==> config.mk <==
export PLATFORM = sky130hd
export DESIGN_NAME = mdio_mgmt_ctrl
export DESIGN_NICKNAME = d
export VERILOG_FILES = /design/src/rtl/mdio_mgmt_pkg.sv /design/src/rtl/mdio_clk_div.sv /design/src/rtl/mdio_cfg_latch.sv /design/src/rtl/mdio_host_regs.sv /design/src/rtl/mdio_frame_engine.sv /design/src/rtl/mdio_mgmt_ctrl.sv
export SDC_FILE = /design/constraint.sdc
export NUM_CORES = 1
export LEC_CHECK = 0
export BUFFER_PORTS_ARGS = -buffer_cell sky130_fd_sc_hd__clkbuf_2
export CAP_MARGIN = 10
export CORE_ASPECT_RATIO = 1.1
export CORE_MARGIN = 2
export CORE_UTILIZATION = 25
export DETAILED_ROUTE_END_ITERATION = 16
export HOLD_SLACK_MARGIN = 0.08
export MAX_ROUTING_LAYER = met4
export PLACE_DENSITY_LB_ADDON = 0.08
export SYNTH_ARGS = -nofsm -noshare
export SYNTH_HDL_FRONTEND = slang
export SYNTH_HIERARCHICAL = 1
export SYNTH_SLANG_ARGS = --single-unit
export TNS_END_PERCENT = 5
==> constraint.sdc <==
create_clock -name clk -period 2.8 [get_ports clk]
set_input_delay 0.56 -clock clk [delete_from_list [all_inputs] [get_ports clk]]
set_output_delay 0.56 -clock clk [all_outputs]
set_load 0.01 [all_outputs]
==> src/rtl/mdio_mgmt_pkg.sv <==
package mdio_mgmt_pkg;
  localparam int FRAME_BITS = 64;
  localparam int REGA_W     = 5;
  localparam int PHYA_W     = 5;
  localparam int WORD_W     = 16;
  localparam int TA_FIRST   = 46;
  localparam int DATA_FIRST = 48;
  localparam logic [PHYA_W-1:0] RESERVED_PHY = 5'h1F;

  typedef enum logic [1:0] {
    SEL_CTRL = 2'd0,
    SEL_ADDR = 2'd1,
    SEL_DATA = 2'd2
  } reg_sel_e;

  typedef struct packed {
    logic              rd;
    logic [PHYA_W-1:0] phy;
    logic [REGA_W-1:0] rega;
    logic [WORD_W-1:0] wdata;
  } mgmt_req_t;

  // Complete frame, first transmitted bit in position 63. Released bits are filled with ones.
  function automatic logic [FRAME_BITS-1:0] frame_bits(input mgmt_req_t r);
    logic [1:0]        op;
    logic [1:0]        ta;
    logic [WORD_W-1:0] dat;
    op  = r.rd ? 2'b10 : 2'b01;
    ta  = r.rd ? 2'b11 : 2'b10;
    dat = r.rd ? {WORD_W{1'b1}} : r.wdata;
    return {32'hFFFF_FFFF, 2'b01, op, r.phy, r.rega, ta, dat};
  endfunction

  // Output-enable pattern: a read releases the turnaround and the data bits.
  function automatic logic [FRAME_BITS-1:0] drive_mask(input logic rd);
    return {{TA_FIRST{1'b1}}, {(FRAME_BITS-TA_FIRST){~rd}}};
  endfunction
endpackage

==> src/rtl/mdio_clk_div.sv <==
module mdio_clk_div #(
  parameter int DIV_W = 8
) (
  input  logic             clk,
  input  logic             rst_n,
  input  logic             run,
  input  logic [DIV_W-1:0] half,
  output logic             mdc,
  output logic             rise_evt,
  output logic             fall_evt
);
  logic [DIV_W-1:0] cnt;
  logic             wrap;

  assign wrap     = run && (cnt == half);
  assign rise_evt = wrap && !mdc;
  assign fall_evt = wrap && mdc;

  always_ff @(posedge clk) begin
    if (!rst_n || !run) begin
      cnt <= '0;
      mdc <= 1'b0;
    end else if (wrap) begin
      cnt <= '0;
      mdc <= ~mdc;
    end else begin
      cnt <= cnt + 1'b1;
    end
  end
endmodule

==> src/rtl/mdio_cfg_latch.sv <==
module mdio_cfg_latch
  import mdio_mgmt_pkg::*;
(
  input  logic              clk,
  input  logic              rst_n,
  input  logic              cfg_load,
  input  logic [PHYA_W-1:0] cfg_addr,
  output logic [PHYA_W-1:0] phy_addr,
  output logic              locked
);
  always_ff @(posedge clk) begin
    if (!rst_n) begin
      phy_addr <= RESERVED_PHY;
      locked   <= 1'b0;
    end else if (cfg_load && !locked) begin
      phy_addr <= cfg_addr;
      locked   <= 1'b1;
    end
  end
endmodule

==> src/rtl/mdio_host_regs.sv <==
module mdio_host_regs
  import mdio_mgmt_pkg::*;
#(
  parameter int DIV_W = 8
) (
  input  logic              clk,
  input  logic              rst_n,
  input  logic              wr_en,
  input  logic [1:0]        sel,
  input  logic [WORD_W-1:0] wdata,
  input  logic              busy,
  input  logic [PHYA_W-1:0] phy_addr,
  input  logic              cap_en,
  input  logic [WORD_W-1:0] cap_data,
  output logic              start,
  output mgmt_req_t         req,
  output logic [DIV_W-1:0]  half,
  output logic              err,
  output logic [WORD_W-1:0] data_q
);
  localparam int DIV_LSB = 8;

  logic              wr_ok;
  logic              go;
  logic              refuse;
  logic [REGA_W-1:0] addr_q;

  assign wr_ok  = wr_en && !busy;
  assign go     = wr_ok && (reg_sel_e'(sel) == SEL_CTRL) && wdata[0];
  assign start  = go && (phy_addr != RESERVED_PHY);
  assign refuse = go && (phy_addr == RESERVED_PHY);

  assign req.rd    = wdata[1];
  assign req.phy   = phy_addr;
  assign req.rega  = addr_q;
  assign req.wdata = data_q;

  always_ff @(posedge clk) begin
    if (!rst_n) begin
      addr_q <= '0;
      data_q <= '0;
      half   <= '0;
      err    <= 1'b0;
    end else begin
      if (wr_ok && reg_sel_e'(sel) == SEL_CTRL) half <= wdata[DIV_LSB +: DIV_W];
      if (wr_ok && reg_sel_e'(sel) == SEL_ADDR) addr_q <= wdata[REGA_W-1:0];
      if (cap_en) data_q <= cap_data;
      else if (wr_ok && reg_sel_e'(sel) == SEL_DATA) data_q <= wdata;
      if (refuse) err <= 1'b1;
      else if (start) err <= 1'b0;
    end
  end
endmodule

==> src/rtl/mdio_frame_engine.sv <==
module mdio_frame_engine
  import mdio_mgmt_pkg::*;
(
  input  logic              clk,
  input  logic              rst_n,
  input  logic              start,
  input  mgmt_req_t         req,
  input  logic              rise_evt,
  input  logic              fall_evt,
  input  logic              mdio_i,
  output logic              active,
  output logic              mdio_o,
  output logic              mdio_oe,
  output logic              frame_end,
  output logic              cap_en,
  output logic [WORD_W-1:0] cap_data
);
  localparam int IDX_W = $clog2(FRAME_BITS);
  localparam logic [IDX_W-1:0] LAST_IDX = IDX_W'(FRAME_BITS - 1);
  localparam logic [IDX_W-1:0] DATA_IDX = IDX_W'(DATA_FIRST);

  logic [IDX_W-1:0]      idx;
  logic [FRAME_BITS-1:0] frame_q;
  logic [FRAME_BITS-1:0] mask_q;
  logic                  rd_q;
  logic [WORD_W-1:0]     shift_q;
  logic [IDX_W-1:0]      pos;

  assign pos       = LAST_IDX - idx;
  assign frame_end = active && fall_evt && (idx == LAST_IDX);
  assign mdio_o    = active && frame_q[pos];
  assign mdio_oe   = active && mask_q[pos];
  assign cap_en    = frame_end && rd_q;
  assign cap_data  = shift_q;

  always_ff @(posedge clk) begin
    if (!rst_n) begin
      active  <= 1'b0;
      idx     <= '0;
      frame_q <= '0;
      mask_q  <= '0;
      rd_q    <= 1'b0;
      shift_q <= '0;
    end else if (start && !active) begin
      active  <= 1'b1;
      idx     <= '0;
      frame_q <= frame_bits(req);
      mask_q  <= drive_mask(req.rd);
      rd_q    <= req.rd;
    end else if (active) begin
      if (rise_evt && rd_q && idx >= DATA_IDX) shift_q <= {shift_q[WORD_W-2:0], mdio_i};
      if (fall_evt) begin
        if (idx == LAST_IDX) active <= 1'b0;
        else idx <= idx + 1'b1;
      end
    end
  end
endmodule

==> src/rtl/mdio_mgmt_ctrl.sv <==
module mdio_mgmt_ctrl
  import mdio_mgmt_pkg::*;
#(
  parameter int DIV_W = 8
) (
  input  logic              clk,
  input  logic              rst_n,
  input  logic              cfg_load,
  input  logic [PHYA_W-1:0] cfg_phy_addr,
  input  logic              reg_wr_en,
  input  logic [1:0]        reg_sel,
  input  logic [WORD_W-1:0] reg_wdata,
  output logic              busy,
  output logic              done,
  output logic              req_err,
  output logic [WORD_W-1:0] rd_data,
  output logic [PHYA_W-1:0] phy_addr,
  output logic              mdc,
  input  logic              mdio_i,
  output logic              mdio_o,
  output logic              mdio_oe
);
  logic              cfg_locked;
  logic              start;
  mgmt_req_t         req;
  logic [DIV_W-1:0]  half;
  logic              rise_evt;
  logic              fall_evt;
  logic              frame_end;
  logic              cap_en;
  logic [WORD_W-1:0] cap_data;

  mdio_cfg_latch u_cfg (
    .clk(clk), .rst_n(rst_n), .cfg_load(cfg_load), .cfg_addr(cfg_phy_addr),
    .phy_addr(phy_addr), .locked(cfg_locked)
  );

  mdio_host_regs #(.DIV_W(DIV_W)) u_regs (
    .clk(clk), .rst_n(rst_n), .wr_en(reg_wr_en), .sel(reg_sel), .wdata(reg_wdata),
    .busy(busy), .phy_addr(phy_addr), .cap_en(cap_en), .cap_data(cap_data),
    .start(start), .req(req), .half(half), .err(req_err), .data_q(rd_data)
  );

  mdio_clk_div #(.DIV_W(DIV_W)) u_div (
    .clk(clk), .rst_n(rst_n), .run(busy), .half(half),
    .mdc(mdc), .rise_evt(rise_evt), .fall_evt(fall_evt)
  );

  mdio_frame_engine u_eng (
    .clk(clk), .rst_n(rst_n), .start(start), .req(req),
    .rise_evt(rise_evt), .fall_evt(fall_evt), .mdio_i(mdio_i),
    .active(busy), .mdio_o(mdio_o), .mdio_oe(mdio_oe),
    .frame_end(frame_end), .cap_en(cap_en), .cap_data(cap_data)
  );

  always_ff @(posedge clk) begin
    if (!rst_n) done <= 1'b0;
    else        done <= frame_end;
  end
endmodule

======== After elaboration in Yosys (flattened, before gate mapping) ========
Cells that the tools add are included.
word-level totals
  bits in registers ....................... 120
  input port bits ......................... 28
cells by class
  mux-type cells .......................... 15
  eq/ne operators ......................... 6
  reduce and logical (&&, ||, !) cells .... 31
  order comparisons ....................... 2
  bitwise operators ....................... 5
  add/subtract/negate cells ............... 3
operator list
  operator                                                  number
  2-to-1 mux 16 bit                                         3
  logical AND 1 bit                                         19
  binary-select mux 1 bit (select 6 bit)                    2
  2-to-1 mux 1 bit                                          9
  adder 8 x 1 -> 8 bit, second input constant               1
  == test 8 bit                                             1
  < comparator 6 x 7 -> 1 bit, second input constant        1
  adder 6 x 1 -> 6 bit, second input constant               1
  == test 6 bit, second input constant                      1
  greater-or-equal comparator 6 bit, second input constant  1
  AND reduction 3 bit                                       2
  subtractor 6 bit, first input constant                    1
  == test 5 bit, second input constant                      1
  inequality test 5 bit, second input constant              1
  NOT 1 bit                                                 5
  zero test 1 bit                                           4
  nonzero test 2 bit                                        2
  OR reduction 2 bit                                        2
  == test 2 x 1 -> 1 bit, second input constant             1
  == test 2 bit, second input constant                      1
  zero test 2 bit                                           1
  2-to-1 mux 2 bit                                          1
  logical OR 1 bit                                          1

======== Logic depth before layout (Yosys ltp) ========
Gate-level depths: netlist of the first run.
  word-level depth ........................ 8
  gate-level depth with buffers ........... 10
  depth with buffers taken out ............ 9

======== Hierarchy ========
The synthesis of the first run kept the hierarchy.
by module, submodules not included
  module             area an instance (um^2)  cells an instance  seq. area each (um^2)  times used
  mdio_frame_engine  2364.8                   276                1041.0                 1
  mdio_host_regs     1450.1                   155                600.6                  1
  mdio_clk_div       478.0                    49                 180.2                  1
  mdio_cfg_latch     235.2                    23                 120.1                  1
  mdio_mgmt_ctrl     26.3                     2                  20.0                   1

======== Worst setup path before layout of the first run ========
No wires, ideal clock.
  path kind ............................... input port to flip-flop
  start point ............................. input reg_sel[1]
  end point ............................... register u_eng.frame_q[10]
  cell stages on the path ................. 8
  setup slack ............................. 485 ps
  arrival time ............................ 2235 ps
  required time ........................... 2720 ps
  path buffers ............................ 2
  setup time .............................. 80 ps
  cell sequence ........................... nor4b_4 -> nand2_1 -> a31oi_1 -> nor2b_1 -> clkbuf_1 -> clkbuf_1 -> nor2_1 -> nor3b_1
on the way
  cells in the longest elaborated chain, start to end .. 5
ends and longest elaborated chain
  element                         line                     RTL
  start: declaration              mdio_mgmt_ctrl.sv:11     input logic [1:0] reg_sel,
  zero test 2 bit                 mdio_host_regs.sv:29     assign go = wr_ok && (reg_sel_e'(sel) == SEL_CTRL) && wdata[0];
  logical AND 1 bit (2 in a row)  mdio_host_regs.sv:29
  logical AND 1 bit               mdio_host_regs.sv:30     assign start = go && (phy_addr != RESERVED_PHY);
  via start                       mdio_mgmt_ctrl.sv:24     logic start;
  logical AND 1 bit               mdio_frame_engine.sv:44  end else if (start && !active) begin
  end signal: assignment          mdio_frame_engine.sv:47  frame_q <= frame_bits(req);
  end: declaration                mdio_frame_engine.sv:23  logic [FRAME_BITS-1:0] frame_q;
The timed path passes the listed nets, and every way through them passes these cells.
A chain may end at the register's enable or synchronous reset.

======== Final worst setup path of the first run ========
  start point ............................. register u_eng.idx[0]
  end point ............................... output mdio_o
on the way
  cells in the longest elaborated chain, start to end .. 4
ends and longest elaborated chain
  element                                 line                     RTL
  start: declaration                      mdio_frame_engine.sv:22  logic [IDX_W-1:0] idx;
  start signal: assignment                mdio_frame_engine.sv:54  else idx <= idx + 1'b1;
  subtractor 6 bit                        mdio_frame_engine.sv:29  assign pos = LAST_IDX - idx;
  binary-select mux 1 bit (select 6 bit)  mdio_frame_engine.sv:31  assign mdio_o = active && frame_q[pos];
  2-to-1 mux 1 bit (not written as such)  mdio_frame_engine.sv:31
  logical AND 1 bit                       mdio_frame_engine.sv:31
  end: declaration                        mdio_mgmt_ctrl.sv:20     output logic mdio_o,
Every way passes these cells. The select of a mux whose other input is x is not followed.

==> metrics.txt, run 1 <==
status=complete, no violations; Critical Path Max Stage Delay=0.52 ns; Total GRT Usage=12.68%; first-pass GRT wire length=18.85 mm; CTS tree=yes; delay-heaviest family, CP=compound AO/OA/AOI/OAI gates; # setup viols final=0; RePlAce Congestion=0.7580; critical path launch point type=register; Syn Nets=535; Die X=132.7 µm; clk buf depth=2; Pleak=1.890 nW; number of diodes=0; vias in the first global route=3428; area grow syn2layout=15.82%; H-tree levels=3; Mean Syn Cell Area=9.019 µm²; Initial Util=25.58%; share of cells above drive strength 1=18.69%; die area=0.01931 mm²; CTS root buffer=clkbuf_16; Worst Hold Slack=0.4444 ns; switch share=23.00%; FF-to-FF setup slack=0.69 ns; Crit-path slowest cell=mux4_2; Distinct cells, synth=51; Setup WS pre-CTS=0.2751 ns; VDD IR max=323.8 µV; port bufs=54; Ports=55; DR vias=3397; core area=0.01780 mm²; grt total ovfl=0; via/cell ratio=4.395; Fin Setup TNS=0 ns; Final Cell Area=0.005275 mm²; Clk pin slew, worst setup/hold paths=0.07 ns; Worst-Skew Late Latency=0.35 ns; Tcrit/Tclk final=95.55%; Worst Path Buf+Inv=1; DRC violations left=0; YS warnings=6; CP Class=reg2out; 1st-pass router iterations=4; Power Density=572.8 mW/mm²; CTS Buf Count=9; clk_skew=0.007572 ns; Starting DRT DRC Count=147; clock sink count=98; die height=145.6 µm; number of enable flip-flop cells after synthesis=0; P_int=2.327 mW; #FFs+latches synth=98; sequential share of the synthesized area=43.08%; CP required=2.24 ns; Fmax=0.3738 GHz; Gate power share=6.6%; final worst path period need=2.675 ns; Max Slew Vio Count=0; RSZ-0062 raised after global routing=false; clock share of power=45.2%; Slew @ Worst Pin=1.130 ns; Async S/R FF share, synth=0%; worst path cell trace=mux4_2 > a211o_1 > a311o_1 > clkbuf_2; Slew HR=24.68%; Mapped Cells=505; crit path DAT=2.12 ns; hpwl dp=8.308 mm; Seq pwr share=48.1%; critical path peak fanout=10; Placed Instance Area=0.004938 mm²; hold buffer count at cts=0; Hold Path Class=in2reg; Wirelength per Cell=14.85 µm; total power=3.022 mW; Rows=51; Setup WS post-layout=0.1246 ns; Worst Setup End Kind=output pin; Netlist Area Pre-Place=0.004554 mm²; Switching Power=0.6951 mW; leading register cell type out of synthesis=dfxtp_1; Fillers=1884; max cap viols=0; final WL=11.48 mm; final net count=560; initial antenna violation count=0; ANT nets after route=0; Post-CTS Setup Inserts=0; Fin. Hold Viols=0; largest net degree at the start of global routing=45
layout make-up:
class	count	area (µm²)	area share (%)
Sequential cell	98	1971	37.36
Timing Repair Buffer	67	417.9	7.922
Multi-Input combinational cell	344	2223	42.15
Clock buffer	10	239.0	4.530
Inverter	10	37.54	0.7116
Tap cell	238	297.8	5.645
Clock inverter	6	88.84	1.684
kinds of logic after synthesis:
family	Yosys count	synth area share, %
mux	33	8.462
xor+xnor	19	3.654
flops	98	43.08
compound gates	94	14.07
buf+inv	63	8.159
simple gates	196	22.03
fa+ha+maj	2	0.5494
worst paths after layout:
kind	endpoint	startpoint	depth (start not counted)
setup reg to reg	u_eng/idx[5]$_SDFFE_PP0P_	u_div/cnt[2]$_SDFF_PP0_	8
hold reg to reg	u_eng/frame_q[27]$_SDFFE_PN0P_	u_eng/frame_q[27]$_SDFFE_PN0P_	2
hold / removal	u_eng/cap_data[0]$_SDFFE_PN0P_	mdio_i	3
setup / recovery	mdio_o	u_eng/idx[0]$_SDFFE_PP0P_	4
cells in the mapped netlist (2+ instances only):
master     number  area, µm²
mux4_2          3      67.56
a2111oi_0       4      35.03
o211ai_1        5      37.54
o21ai_0        19      95.09
o21a_1          2      15.01
a21boi_0       35      262.8
nor3_1         17      85.08
buf_4          24      180.2
and2_1          4      25.02
xor2_1          2      17.52
ha_1            2      25.02
dfxtp_1        98       1962
a211oi_1        3      22.52
and3_1          8      50.05
mux2i_1        28      280.3
a21oi_1        18      90.09
xnor2_1        17      148.9
nor3b_1        18      135.1
buf_6           3      33.78
inv_1          10      37.54
buf_2           4      20.02
nand2_1        81      304.0
nor2_1         34      127.6
nand3_1         4      20.02
clkbuf_1       20      75.07
nor2b_1        11      68.82
nand4_2         2      25.02
nand3b_1        6      45.04
worst register-to-register path: cells and delay by family (launching register included):
| kind | cells | cell delay [ns] |
|---|---|---|
| AOI/OAI and AO/OA | 1 | 0.52 |
| and+or+nand+nor | 5 | 0.70 |
| DFF | 1 | 0.44 |
| xor gates and xnor gates | 2 | 0.33 |
registers in the layout (all words and copies together), names as in the netlist:
| register | count |
|---|---|
| u_eng/frame_q | 28 |
| u_eng/cap_data | 16 |
| u_regs/data_q | 16 |
| u_div/cnt | 8 |
| u_regs/half | 8 |
| u_eng/idx | 6 |
| u_cfg/phy_addr | 5 |
| u_regs/addr_q | 5 |
| done | 1 |
| u_cfg/locked | 1 |
| u_div/mdc | 1 |
| u_eng/active | 1 |
| u_eng/mask_q | 1 |
| u_regs/err | 1 |
layout by cell type, fill, tap and decap left out, types with 10 or more instances in the layout:
cell and instances:
a21boi_0 35, a21oi_1 18, clkbuf_2 54, dfxtp_1 95, inv_1 10, mux2i_1 28, nand2_1 81, nor2_1 34
nor2b_1 10, nor3_1 17, nor3b_1 18, o21ai_0 19, xnor2_1 17
layer usage:
metal	routed length [µm]	track usage [%]
met1	5804	16.50
met2	5170	19.38
met3	308	2.334
met4	199	5.161
met5	0	-
timing repair:
action,CTS,global route
resized for setup,2,3
endpoints found under the hold margin,0,0
pin swaps,0,0
endpoints found under the setup margin,1,1
metrics by stage:
stage | util (%) | instances
final | 29.63 | 773
after global routing | 29.63 | 773
after CTS | 29.59 | 773
after detailed placement | 27.74 | 757
after global placement | 27.74 | 757
after floorplan | - | 505
power by group through the flow:
| stage | sequential [mW] | combinational [mW] | clock, mW |
|---|---|---|---|
| finish | 1.45 | 0.200 | 1.37 |
| global route | 1.46 | 0.223 | 1.46 |
| CTS | 1.46 | 0.204 | 1.41 |
| detailed placement | 1.49 | 0.204 | 0 |
| global placement | 1.49 | 0.204 | 0 |
| floorplan | 1.49 | 0.137 | 0 |
Power figures use the tool's default switching activity.
==> run 2, diff against run 1 <==
--- a/config.mk
+++ b/config.mk
@@ -7,6 +7,8 @@
 export LEC_CHECK = 0
 export BUFFER_PORTS_ARGS = -buffer_cell sky130_fd_sc_hd__clkbuf_2
 export CAP_MARGIN = 10
+export CELL_PAD_IN_SITES_DETAIL_PLACEMENT = 0
+export CELL_PAD_IN_SITES_GLOBAL_PLACEMENT = 1
 export CORE_ASPECT_RATIO = 1.1
 export CORE_MARGIN = 2
 export CORE_UTILIZATION = 25
==> run 2 against run 1 <==
Sequential cell count did not move. Clock power fell by 9%. Core utilization fell by 0.16 points. Sequential power barely moved. Setup slack improved by 0.018 ns. Global-route usage rose by 0.73 points. First-iteration DRC count rose by 17%. Wire length rose by 7.1%. Clock skew barely moved. Total power fell by 3.5%. Cell area fell by 0.55%. Count of clock-buffer cells in the layout did not move.
==> metrics.txt, run 2 (synthesis gave the netlist of run 1 again) <==
RSZ-0062 raised after global routing=false; Die X=132.7 µm; dpl cells=760; Worst Setup End Kind=output pin; port bufs=54; CP required=2.24 ns; fin cells=775; grt total ovfl=0; worst setup path endpoint=mdio_o; Wirelength per Cell=15.86 µm; status=complete, no violations; area grow syn2layout=15.19%; critical path peak fanout=5; worst path cell trace=mux4_2 > a211o_1 > a311o_1 > clkbuf_2; most common cell after layout, fill and taps aside=dfxtp_1; via/cell ratio=4.444; final core utilization=29.47%; Fin. Hold Viols=0; CP Class=reg2out; DRC violations left=0; delay-heaviest family, CP=compound AO/OA/AOI/OAI gates; clock sink count=98; number of diodes=0; hpwl dp=9.006 mm; reg2reg path depth=4; DR vias=3444; routing usage on met1=18.60%; most frequent cells in the layout=96 x dfxtp_1, 81 x nand2_1, 54 x clkbuf_2; Setup WS post-layout=0.1430 ns; RePlAce Congestion=0.7348; Ports=55; crit path DAT=2.10 ns; final net count=563; VDD IR max=262.5 µV; met3 Use GR=2.786%; FF-to-FF setup slack=0.66 ns; Reg2Reg Capture Point=u_regs/data_q[8]$_SDFFE_PN0P_; first-pass GRT wire length=19.77 mm; Placed Instance Area=0.004949 mm²; final worst path period need=2.657 ns; CTS root buffer=clkbuf_16; share of cells above drive strength 1=18.81%; 1st-pass router iterations=4; die area=0.01931 mm²; Worst-Skew Late Latency=0.35 ns; CP startpoint=u_eng/idx[0]$_SDFFE_PP0P_; WP depth=4; vias in the first global route=3547; H-tree levels=3; final WL=12.29 mm; clk buf depth=2; CTS Buf Count=9; Tcrit/Tclk final=94.89%; largest register by flop count=u_eng/frame_q; Worst Hold Slack=0.4427 ns; Total GRT Usage=13.41%; total power=2.915 mW; critical path launch point type=register; Max Slew Vio Count=0; initial antenna violation count=0; Critical Path Max Stage Delay=0.53 ns; Power Density=555.7 mW/mm²; Starting DRT DRC Count=172; clk_skew=0.007836 ns; Worst Path Buf+Inv=1; Fin Setup TNS=0 ns; Rows=51; die height=145.6 µm; Largest register FFs=28; Fmax=0.3764 GHz; CTS tree=yes; grt peak-use layer=met2; Slew @ Worst Pin=1.090 ns; Slew HR=27.36%; Pleak=1.883 nW; Clk pin slew, worst setup/hold paths=0.07 ns; largest net degree at the start of global routing=50; # setup viols final=0; Initial Util=25.58%; max cap viols=0; Hold Path Class=in2reg; R2R Path Start=u_eng/active$_SDFF_PN0_; met2 global-route usage=19.56%; Fillers=1924; ANT nets after route=0; Crit-path slowest cell=mux4_2; Setup WS pre-CTS=0.3864 ns; core area=0.01780 mm²; Final Cell Area=0.005246 mm²
==> run 2: worst min path at each step <==
stage                              startpoint                        endpoint  slack (ns)  depth (start not counted)
3_5_place_dp   u_eng/frame_q[26]$_SDFFE_PN0P_  u_eng/frame_q[26]$_SDFFE_PN0P_        0.45                          2
6_report                               mdio_i  u_eng/cap_data[0]$_SDFFE_PN0P_        0.44                          3
5_1_grt                                mdio_i  u_eng/cap_data[0]$_SDFFE_PN0P_        0.46                          3
3_3_place_gp   u_eng/frame_q[26]$_SDFFE_PN0P_  u_eng/frame_q[26]$_SDFFE_PN0P_        0.45                          2
4_1_cts                                mdio_i  u_eng/cap_data[0]$_SDFFE_PN0P_        0.43                          3
2_1_floorplan  u_eng/frame_q[18]$_SDFFE_PN0P_  u_eng/frame_q[18]$_SDFFE_PN0P_        0.44                          2
==> run 2: power breakdown <==
part | leakage [nW] | internal, mW | switching, mW | total [mW]
Sequential | 0.795 | 1.43 | 0.0322 | 1.46
Combinational | 0.948 | 0.0921 | 0.111 | 0.203
Clock | 0.140 | 0.709 | 0.545 | 1.25
Total | 1.88 | 2.23 | 0.687 | 2.92
==> run 2: what timing repair did <==
action	4_1_cts	5_1_grt
buffers inserted	0	0
resized for setup	1	3
hold buffers	0	0
endpoints found under the setup margin	1	1
pin swaps	0	0
==> run 2: worst reg2reg max path, stage by stage, from the launching register on <==
cell	delay, ns
dfxtp_1	0.45
buf_4	0.22
and4bb_1	0.98
mux2i_1	0.29
a21oi_1	0.09
==> run 2: layout make-up <==
cell class / instances / area, µm² / area share (%)
clock buffers: 10 / 239.0 / 4.555
clock inverters: 5 / 55.05 / 1.049
inverters: 10 / 37.54 / 0.7155
multi-input cells: 344 / 2225 / 42.40
flip-flops and latches: 98 / 1964 / 37.44
well taps: 238 / 297.8 / 5.676
repair buffers: 70 / 427.9 / 8.156
==> run 2: metal layers <==
metal / up-vias / routed length (µm)
met4: 0 / 110
met2: 33 / 5481
met5: - / 0
li1: 1775 / -
met1: 1631 / 6431
met3: 5 / 268
==> run 3, diff against run 2 <==
==> constraint.sdc (replaced) <==
create_clock -name clk -period 2.8 [get_ports clk]
set_input_delay 0.14 -clock clk [delete_from_list [all_inputs] [get_ports clk]]
set_output_delay 0.14 -clock clk [all_outputs]
set_load 0.01 [all_outputs]
==> run 3 against run 2 <==
Sequential power about the same. Sequential share of layout area is 0.94 points lower. Critical path depth grew 5. Cell area grew 2.4%. Die area unchanged. Critical endpoint is now u_regs/data_q[2]$_SDFFE_PN0P_.
==> metrics.txt, run 3 (synthesis gave the netlist of run 1 again) <==
Starting DRT DRC Count=97; final worst path period need=2.446 ns; Rows=51; Wirelength per Cell=14.91 µm; Worst Path Buf+Inv=1; port bufs=54; final net count=579; Hold Path Class=in2reg; Pleak=1.935 nW; Initial Util=25.58%; H-tree levels=3; initial antenna violation count=0; crit-path most repeated cell=and3_1; vias in the first global route=3511; DRC violations left=0; Slew HR=42.42%; most frequent cells in the layout=98 x dfxtp_1, 81 x nand2_1, 54 x clkbuf_2; # setup viols final=0; routing usage on met1=18.42%; number of diodes=0; die area=0.01931 mm²; RePlAce Congestion=0.7101; Worst Setup End Kind=register; VDD IR max=291.9 µV; CTS Buf Count=9; FF-to-FF setup slack=0.35 ns; die height=145.6 µm; reg2reg path depth=9; grt total ovfl=0; Max Slew Vio Count=0; Worst-Skew Late Latency=0.35 ns; CP required=3.00 ns; largest net degree at the start of global routing=39; core area=0.01780 mm²; Fmax=0.4088 GHz; worst path cell trace=xnor2_1 > nand4_2 > nor2_2 > and3_1 > and3_1 > and2_1 > inv_1 > o21ai_0 > a21oi_1; Largest register FFs=28; most common cell after layout, fill and taps aside=dfxtp_1; 1st-pass router iterations=4; clock sink count=98; hold depth=3; first-pass GRT wire length=19.44 mm; crit path DAT=2.65 ns; Die X=132.7 µm; CTS tree=yes; Total GRT Usage=13.20%; CTS root buffer=clkbuf_16; Hold Path Origin=reg_wdata[3]; Hold EP=u_regs/addr_q[3]$_SDFFE_PN0P_; ANT nets after route=0; DR vias=3525; Power Density=541.8 mW/mm²; hpwl dp=8.413 mm; Critical Path Max Stage Delay=0.38 ns; Fin Setup TNS=0 ns; Tcrit/Tclk final=87.36%; critical path peak fanout=31; delay-heaviest family, CP=simple AND/OR/NAND/NOR gates; critical path launch point type=register; CP Class=reg2reg; Ports=55; clk_skew=0.007957 ns; via/cell ratio=4.451; largest register by flop count=u_eng/frame_q; RSZ-0062 raised after global routing=false; Reg2Reg Capture Point=u_regs/data_q[2]$_SDFFE_PN0P_; Slew @ Worst Pin=0.8627 ns; met2 global-route usage=19.04%; status=complete, no violations; Fin. Hold Viols=0; met3 Use GR=1.776%; R2R Path Start=u_div/cnt[4]$_SDFF_PP0_; Fillers=1913; final WL=11.81 mm; area grow syn2layout=17.99%; max cap viols=0; Clk pin slew, worst setup/hold paths=0.07 ns; Crit-path slowest cell=inv_1; clk buf depth=2; share of cells above drive strength 1=17.51%; total power=2.912 mW; grt peak-use layer=met2
==> run 3: cell count changes in the layout (fill, tap and decap cells not counted), sizes merged <==
cell / before / now
dlygate4sd3: 0 / 17
buf: 16 / 15
clkbuf: 64 / 65
==> run 3: stage by stage <==
| step | utilization, % | setup slack (ns) | hold slack, ns | std cells | instance area, µm² |
|---|---|---|---|---|---|
| after floorplan | - | 0.4974 | 0.2289 | 505 | 4554 |
| after global placement | 27.61 | 0.3837 | 0.3893 | 759 | 4916 |
| after detailed placement | 27.61 | 0.3734 | 0.3928 | 759 | 4916 |
| after CTS | 30.18 | 0.3139 | 0.08644 | 792 | 5374 |
| after global routing | 30.18 | 0.1054 | 0.1106 | 792 | 5374 |
| final | 30.18 | 0.3539 | 0.09625 | 792 | 5374 |
==> run 3: worst min-delay path, cell delays in order <==
cell	delay, ns
clkbuf_2	0.11
mux2i_1	0.07
nor2b_1	0.09
==> run 3: repair_timing <==
| item | CTS | global route |
|---|---|---|
| gates resized for setup | 0 | 0 |
| hold buffers | 17 | 0 |
| buffers inserted | 0 | 0 |
| endpoints found under the hold margin | 17 | 0 |
==> run 3: worst max path at each step <==
stage | start | endpoint | slack, ns | depth (start not counted)
floorplan | u_eng/active$_SDFF_PN0_ | u_eng/frame_q[10]$_SDFFE_PN0P_ | 0.50 | 8
global placement | u_div/cnt[4]$_SDFF_PP0_ | u_regs/data_q[11]$_SDFFE_PN0P_ | 0.38 | 9
detailed placement | u_div/cnt[4]$_SDFF_PP0_ | u_regs/data_q[11]$_SDFFE_PN0P_ | 0.37 | 9
CTS | u_eng/idx[0]$_SDFFE_PP0P_ | mdio_o | 0.31 | 5
global route | u_div/cnt[3]$_SDFF_PP0_ | u_regs/data_q[11]$_SDFFE_PN0P_ | 0.11 | 9
finish | u_div/cnt[4]$_SDFF_PP0_ | u_regs/data_q[2]$_SDFFE_PN0P_ | 0.35 | 9
==> run 3: layout make-up <==
cell class | instances | area, µm² | share of cell area (%)
Tap cell | 238 | 297.8 | 5.541
Clock inverter | 5 | 55.05 | 1.024
Sequential cell | 98 | 1962 | 36.51
Multi-Input combinational cell | 344 | 2223 | 41.37
Clock buffer | 11 | 232.7 | 4.331
Timing Repair Buffer | 86 | 565.5 | 10.52
Inverter | 10 | 37.54 | 0.6985
==> run 3: where the power goes <==
| group | leakage, nW | internal (mW) | switching, mW |
|---|---|---|---|
| Combinational | 1.01 | 0.107 | 0.114 |
| Clock | 0.136 | 0.691 | 0.545 |
| Sequential | 0.794 | 1.43 | 0.0285 |
| Total | 1.93 | 2.22 | 0.688 |
==> run 3: metal layers <==
layer  share of wire, %  vias up
met4                1.8        0
met1                 51     1647
met5                  0        -
li1                   -     1808
met2                 44       58
met3                2.9       12
